==> config.mk <==
export PLATFORM = sky130hd
export DESIGN_NAME = reflow_pwm_seq
export DESIGN_NICKNAME = d
export VERILOG_FILES = /design/src/rtl/rfl_pkg.sv /design/src/rtl/rfl_btn_filter.sv /design/src/rtl/rfl_pwm_core.sv /design/src/rtl/rfl_phase_ctrl.sv /design/src/rtl/reflow_pwm_seq.sv
export SDC_FILE = /design/constraint.sdc
export NUM_CORES = 1
export LEC_CHECK = 0
export BUFFER_PORTS_ARGS = -buffer_cell sky130_fd_sc_hd__buf_2
export CORE_MARGIN = 2
export CORE_UTILIZATION = 30
export CTS_BUF_LIST = sky130_fd_sc_hd__clkbuf_8
export CTS_CLUSTER_SIZE = 40
export DETAILED_ROUTE_END_ITERATION = 7
export PLACE_DENSITY = 0.53
export SKIP_CTS_REPAIR_TIMING = 1
export SLEW_MARGIN = 20
export SYNTH_ARGS = -nofsm -noshare
export SYNTH_HDL_FRONTEND = slang
export SYNTH_SLANG_ARGS = --single-unit
==> constraint.sdc <==
create_clock -name clk -period 2.9 [get_ports clk]
set_input_delay 0 -clock clk [delete_from_list [all_inputs] [get_ports clk]]
set_output_delay 0 -clock clk [all_outputs]
set_load 0.02 [all_outputs]
==> src/rtl/rfl_pkg.sv <==
package rfl_pkg;

    typedef enum logic [1:0] {
        PH_IDLE = 2'd0,
        PH_SOAK = 2'd1,
        PH_RAMP = 2'd2,
        PH_PEAK = 2'd3
    } phase_e;

    // Phase that follows p in the profile; the last one falls back to idle.
    function automatic phase_e phase_succ(phase_e p);
        case (p)
            PH_IDLE: return PH_SOAK;
            PH_SOAK: return PH_RAMP;
            PH_RAMP: return PH_PEAK;
            default: return PH_IDLE;
        endcase
    endfunction

    // Duty cycle in tenths of a PWM period for each phase.
    function automatic int unsigned duty_tenths(phase_e p);
        case (p)
            PH_SOAK: return 3;
            PH_RAMP: return 4;
            PH_PEAK: return 6;
            default: return 0;
        endcase
    endfunction

endpackage

==> src/rtl/rfl_btn_filter.sv <==
module rfl_btn_filter #(
    parameter int unsigned DEBOUNCE_CYC = 500_000
) (
    input  logic clk,
    input  logic rst,
    input  logic btn_raw,
    output logic press_o
);
    localparam int unsigned DW = $clog2(DEBOUNCE_CYC + 1);
    localparam logic [DW-1:0] DB_LAST = DW'(DEBOUNCE_CYC - 1);

    logic [1:0]    sync_q;
    logic          level_q;
    logic [DW-1:0] dcnt_q;
    logic          differs;

    assign differs = (sync_q[1] != level_q);

    always_ff @(posedge clk) begin
        if (rst) begin
            sync_q  <= '0;
            level_q <= 1'b0;
            dcnt_q  <= '0;
            press_o <= 1'b0;
        end else begin
            sync_q  <= {sync_q[0], btn_raw};
            press_o <= 1'b0;
            if (!differs) begin
                dcnt_q <= '0;
            end else if (dcnt_q == DB_LAST) begin
                level_q <= sync_q[1];
                dcnt_q  <= '0;
                press_o <= sync_q[1];
            end else begin
                dcnt_q <= dcnt_q + 1'b1;
            end
        end
    end

    // a press is a single-cycle event
    assert_press_single_R9: assert property (@(posedge clk) disable iff (rst)
        press_o |=> !press_o);

    // the filtered level only moves after a full settle window
    assert_level_settled_R9: assert property (@(posedge clk) disable iff (rst)
        (level_q != $past(level_q)) |-> ($past(dcnt_q) == DB_LAST && $past(differs)));

endmodule

==> src/rtl/rfl_pwm_core.sv <==
module rfl_pwm_core #(
    parameter int unsigned PERIOD_CYC = 100_000_000,
    parameter int unsigned CW         = $clog2(PERIOD_CYC + 1)
) (
    input  logic          clk,
    input  logic          rst,
    input  logic          run,
    input  logic [CW-1:0] on_load,
    output logic          wrap_o,
    output logic          heater_o
);
    localparam logic [CW-1:0] CNT_LAST = CW'(PERIOD_CYC - 1);

    logic [CW-1:0] cnt_q;
    logic [CW-1:0] on_q;

    assign wrap_o   = run && (cnt_q == CNT_LAST);
    assign heater_o = run && (cnt_q < on_q);

    always_ff @(posedge clk) begin
        if (rst) begin
            cnt_q <= '0;
            on_q  <= '0;
        end else if (!run || wrap_o) begin
            cnt_q <= '0;
            on_q  <= on_load;
        end else begin
            cnt_q <= cnt_q + 1'b1;
        end
    end

    // on-time is frozen inside a period
    assert_duty_held_R5: assert property (@(posedge clk) disable iff (rst)
        (run && $past(run) && cnt_q != '0) |-> $stable(on_q));

    // period counter stays within the period
    assert_cnt_range_R4: assert property (@(posedge clk) disable iff (rst)
        cnt_q <= CNT_LAST);

    // a run always begins at the start of a period
    assert_run_aligned_R2: assert property (@(posedge clk) disable iff (rst)
        !run |=> (cnt_q == '0));

endmodule

==> src/rtl/rfl_phase_ctrl.sv <==
module rfl_phase_ctrl
    import rfl_pkg::*;
#(
    parameter int unsigned PERIOD_CYC   = 100_000_000,
    parameter int unsigned CW           = $clog2(PERIOD_CYC + 1),
    parameter int unsigned SOAK_PERIODS = 45,
    parameter int unsigned RAMP_PERIODS = 45,
    parameter int unsigned PEAK_PERIODS = 25
) (
    input  logic          clk,
    input  logic          rst,
    input  logic          press,
    input  logic          wrap,
    output phase_e        phase_o,
    output logic [CW-1:0] on_load_o
);
    localparam int unsigned NMAX0 = (SOAK_PERIODS > RAMP_PERIODS) ? SOAK_PERIODS : RAMP_PERIODS;
    localparam int unsigned NMAX  = (NMAX0 > PEAK_PERIODS) ? NMAX0 : PEAK_PERIODS;
    localparam int unsigned PCW   = $clog2(NMAX + 1);
    localparam int unsigned SLICE = PERIOD_CYC / 10;

    function automatic logic [PCW-1:0] plen(phase_e p);
        case (p)
            PH_SOAK: return PCW'(SOAK_PERIODS);
            PH_RAMP: return PCW'(RAMP_PERIODS);
            PH_PEAK: return PCW'(PEAK_PERIODS);
            default: return PCW'(1);
        endcase
    endfunction

    phase_e         phase_q;
    logic [PCW-1:0] pcnt_q;
    logic           last_period;
    phase_e         phase_after;

    assign last_period = (pcnt_q == plen(phase_q) - PCW'(1));

    // Phase that governs the next PWM period; selects the on-time to load.
    always_comb begin
        if (phase_q == PH_IDLE)
            phase_after = PH_SOAK;
        else if (last_period)
            phase_after = phase_succ(phase_q);
        else
            phase_after = phase_q;
    end

    assign on_load_o = CW'(duty_tenths(phase_after) * SLICE);
    assign phase_o   = phase_q;

    always_ff @(posedge clk) begin
        if (rst) begin
            phase_q <= PH_IDLE;
            pcnt_q  <= '0;
        end else if (press) begin
            phase_q <= (phase_q == PH_IDLE) ? PH_SOAK : PH_IDLE;
            pcnt_q  <= '0;
        end else if (phase_q != PH_IDLE && wrap) begin
            if (last_period) begin
                phase_q <= phase_succ(phase_q);
                pcnt_q  <= '0;
            end else begin
                pcnt_q <= pcnt_q + 1'b1;
            end
        end
    end

    // a press while idle enters the first phase
    assert_start_R2: assert property (@(posedge clk) disable iff (rst)
        ($past(press) && $past(phase_q) == PH_IDLE) |-> (phase_q == PH_SOAK));

    // a press during a run returns to idle at once
    assert_cancel_R6: assert property (@(posedge clk) disable iff (rst)
        ($past(press) && $past(phase_q) != PH_IDLE) |-> (phase_q == PH_IDLE));

    // phases are only ever entered in profile order
    assert_order_R3: assert property (@(posedge clk) disable iff (rst)
        (phase_q != $past(phase_q) && phase_q != PH_IDLE) |-> (phase_q == phase_succ($past(phase_q))));

    // end of the final period of the last phase shuts the run off
    assert_auto_off_R7: assert property (@(posedge clk) disable iff (rst)
        (phase_q == PH_PEAK && wrap && last_period && !press) |=> (phase_q == PH_IDLE));

    // period count bounded by the phase length
    assert_pcnt_range_R3: assert property (@(posedge clk) disable iff (rst)
        (phase_q != PH_IDLE) |-> (pcnt_q < plen(phase_q)));

endmodule

==> src/rtl/reflow_pwm_seq.sv <==
module reflow_pwm_seq
    import rfl_pkg::*;
#(
    parameter int unsigned PWM_PERIOD_CYC = 100_000_000,
    parameter int unsigned SOAK_PERIODS   = 45,
    parameter int unsigned RAMP_PERIODS   = 45,
    parameter int unsigned PEAK_PERIODS   = 25,
    parameter int unsigned DEBOUNCE_CYC   = 500_000
) (
    input  logic       clk,
    input  logic       rst,
    input  logic       btn_i,
    output logic       heater_o,
    output logic       busy_o,
    output logic [1:0] phase_o
);
    localparam int unsigned CW = $clog2(PWM_PERIOD_CYC + 1);

    logic          press;
    logic          wrap;
    logic          run;
    logic [CW-1:0] on_load;
    phase_e        phase;

    rfl_btn_filter #(
        .DEBOUNCE_CYC(DEBOUNCE_CYC)
    ) u_btn (
        .clk    (clk),
        .rst    (rst),
        .btn_raw(btn_i),
        .press_o(press)
    );

    rfl_phase_ctrl #(
        .PERIOD_CYC  (PWM_PERIOD_CYC),
        .CW          (CW),
        .SOAK_PERIODS(SOAK_PERIODS),
        .RAMP_PERIODS(RAMP_PERIODS),
        .PEAK_PERIODS(PEAK_PERIODS)
    ) u_ctrl (
        .clk      (clk),
        .rst      (rst),
        .press    (press),
        .wrap     (wrap),
        .phase_o  (phase),
        .on_load_o(on_load)
    );

    assign run = (phase != PH_IDLE);

    rfl_pwm_core #(
        .PERIOD_CYC(PWM_PERIOD_CYC),
        .CW        (CW)
    ) u_pwm (
        .clk     (clk),
        .rst     (rst),
        .run     (run),
        .on_load (on_load),
        .wrap_o  (wrap),
        .heater_o(heater_o)
    );

    assign busy_o  = run;
    assign phase_o = phase;

    // heater drive never outlives the run by a cycle
    assert_heater_idle_R8: assert property (@(posedge clk) disable iff (rst)
        ($past(busy_o) && !busy_o) |-> !heater_o);

endmodule

==> impl_metrics.json <==
{
  "final_antenna_net_count": 0,
  "maxCapViolCount": 0,
  "setup_tns_ps": 0,
  "viasPerCell": 4.91,
  "synth-simple-area-share_pct": 26.5,
  "finalCritPeriodShare_pct": 86.7,
  "ys_ff_latch": 69,
  "setup_viol": 0,
  "synthMuxAreaShare_pct": 2.82,
  "die_h_um": 114,
  "clockBufferDepth": 2,
  "dp_slack_ps": 390,
  "insertedDiodeCount": 0,
  "io_pins": 7,
  "setup_ws_ps": 385,
  "p_switching_mw": 0.395,
  "synthFlopType": "dfxtp_1",
  "cts_made_buffers": 9,
  "status": "completed",
  "finalCriticalPeriod_ps": 2510,
  "syn_inst": 425,
  "grt_overflow": 0,
  "power-per-cell-area_mw_per_mm2": 464,
  "syn2layout_area_growth_pct": 11.7,
  "async_reset_ff_share_pct": 0,
  "drc": 0,
  "vias": 2878,
  "netlist_area_mm2": 0.00364,
  "p_int_mw": 1.49,
  "synth_area_leader_cell": "dfxtp_1",
  "clock-root-buffer": "clkbuf_8",
  "antenna_found_initial": 0,
  "first_pass_iters": 4,
  "start_util_pct": 30.6,
  "gp_routability_congestion": 0.767,
  "synth_compound_area_share_pct": 7.28,
  "worstMarginPinSlew_ps": 689,
  "synth_edf_count": 0,
  "path_clk_slew_ps": 80,
  "clock_sink_count": 69,
  "clock-skew-final_ps": 9.28,
  "nets": 469,
  "htreeDepth": 3,
  "layout-drive-gt1-share_pct": 7.97,
  "end_kind": "flop",
  "synth.avg_cell_area_um2": 8.57,
  "comb_power_share_pct": 1.4,
  "fp.coreArea_mm2": 0.0119,
  "cts_tree": "built",
  "hold_class": "in -> reg",
  "grt_pass1_vias": 2777,
  "port_buffers": 6,
  "arrival_ps": 2750,
  "totalWireLength_um": 7420,
  "synth_warnings": 0,
  "crit_fanout": 8,
  "dieArea_mm2": 0.0130,
  "path_class": "reg -> reg",
  "grt_setup_unrepaired": "false",
  "cp_slowest_stage_delay_ps": 450,
  "clkLatencyLatePin_ps": 350,
  "grt_pass1_wl_um": 13000,
  "crit_family": "compound AO/OA/AOI/OAI gates",
  "synth_seq_area_share_pct": 37.9,
  "p_sw_share_pct": 20.9,
  "synthDistinctLibCells": 42,
  "cp-start-kind": "flop",
  "yosys.area.top_type_share_pct": 37.9,
  "drt_iter0_markers": 148,
  "p_leak_nw": 1.56,
  "grt_usage_pct": 12.3,
  "place.detailed.hpwl_um": 5400,
  "maxSlewViolCount": 0,
  "holdWs_ps": 10.2,
  "synth_most_common_cell": "nor2_1",
  "timing.fmax_mhz": 398,
  "pwr-share-seq_pct": 50.5,
  "critPathBufInv": 1,
  "synthXorXnorAreaFrac_pct": 10.6,
  "syn-num-nets": 460,
  "die_x_um": 114,
  "ys_top_cells_by_count": "nor2_1 (73), dfxtp_1 (69), ha_1 (32), xor2_1 (31), nand3_1 (25)",
  "hold_violations": 0,
  "synth_fa_ha_area_share_pct": 11.0,
  "grt_max_degree": 29,
  "path_cells": "inv_1 -> ha_1 -> xor2_1 -> nand3_1 -> o31a_1 -> o21ai_0 -> ha_1 -> o21ai_0 -> o221ai_1 -> a21oi_1",
  "relSlewSlack_pct": 53.7,
  "clockPowerShare_pct": 48.0,
  "peakVddDrop_v": 0.000196,
  "cp.required_ps": 3130,
  "synth_area_leaders": "dfxtp_1 (38%), ha_1 (11%), nor2_1 (7.5%)",
  "slowest_stage": "dfxtp_1",
  "post_drt_wl_per_cell_um": 12.7,
  "synth_top_family_by_area": "simple AND/OR/NAND/NOR gates",
  "row_count": 40
}
placed cells by master (no fill, tap or decap), types with 11 or more instances in the layout:
cell / netlist / layout
a21oi_1: 14 / 14
inv_1: 23 / 23
xnor2_1: 13 / 13
nand4_1: 19 / 19
ha_1: 32 / 32
xor2_1: 31 / 31
nand3_1: 25 / 25
clkbuf_8: 0 / 11
nor2_1: 73 / 73
nand2_1: 24 / 24
dfxtp_1: 69 / 69
flip-flops by register name, summed over array words and instances (netlist names):
signal          flops
u_btn.sync_q        2
u_ctrl.phase_o      2
u_pwm.cnt_q        27
u_ctrl.pcnt_q       6
u_pwm.on_q         11
u_btn.press_o       1
u_btn.level_q       1
u_btn.dcnt_q       19
cell families after synthesis:
kind of cell	Yosys count
mux	10
flops	69
fa+ha+maj	32
compound gates	41
simple gates	193
xor+xnor	44
buf+inv	36
worst register-to-register path, delay by kind of cell, from the launching register on:
| kind | cells | cell delay [ps] |
|---|---|---|
| AO/OA/AOI/OAI | 5 | 960 |
| adder cells (fa/ha/maj) | 2 | 550 |
| flip-flops | 1 | 450 |
| XOR/XNOR | 1 | 250 |
| AND/OR/NAND/NOR | 1 | 130 |
| buffers and inverters | 1 | 70 |
layer usage:
layer  up-vias  part of all wire [%]  global-route usage (%)
li1       1479                     -                       -
met1      1373                    51                    16.0
met2        22                    45                    19.6
met3         4                   2.7                    3.49
met4         0                  0.89                    3.90
met5         -                     0                       0
per-stage QoR:
step           power (mW)  util, %  cell area, µm²  instances
3_5_place_dp         1.00     32.1            3830        569
3_3_place_gp         1.00     32.1            3830        569
5_1_grt              1.96     34.2            4070        586
6_report             1.89     34.2            4070        586
2_1_floorplan       0.996        -            3640        425
4_1_cts              1.92     34.1            4060        585
cell type report:
cell class	instances	area (µm²)
Fill cell	1245	7840
Multi-Input combinational cell	320	2120
Sequential cell	69	1380
Tap cell	147	184
Clock buffer	11	151
Inverter	24	90.1
Clock inverter	5	81.3
Timing Repair Buffer	10	62.6
power groups by stage:
stage,Combinational (mW),Sequential (mW),Clock [mW]
3_3_place_gp,0.0261,0.977,0
2_1_floorplan,0.0200,0.975,0
3_5_place_dp,0.0267,0.977,0
4_1_cts,0.0268,0.954,0.938
5_1_grt,0.0312,0.955,0.972
6_report,0.0272,0.955,0.907
path summary, 6_finish.rpt:
kind                             startpoint                     endpoint  slack [ps]  depth (start not counted)
max reg2reg  u_ctrl.phase_o[1]$_SDFFE_PP0P_  u_pwm.on_q[17]$_SDFFE_PP0P_         390                         10
min reg2reg     u_pwm.on_q[13]$_SDFFE_PP0P_  u_pwm.on_q[13]$_SDFFE_PP0P_         450                          2
min                                     rst   u_btn.level_q$_SDFFE_PP0P_          10                          2
max          u_ctrl.phase_o[1]$_SDFFE_PP0P_  u_pwm.on_q[17]$_SDFFE_PP0P_         390                         10
No activity file was read; power rests on OpenSTA's default activity.
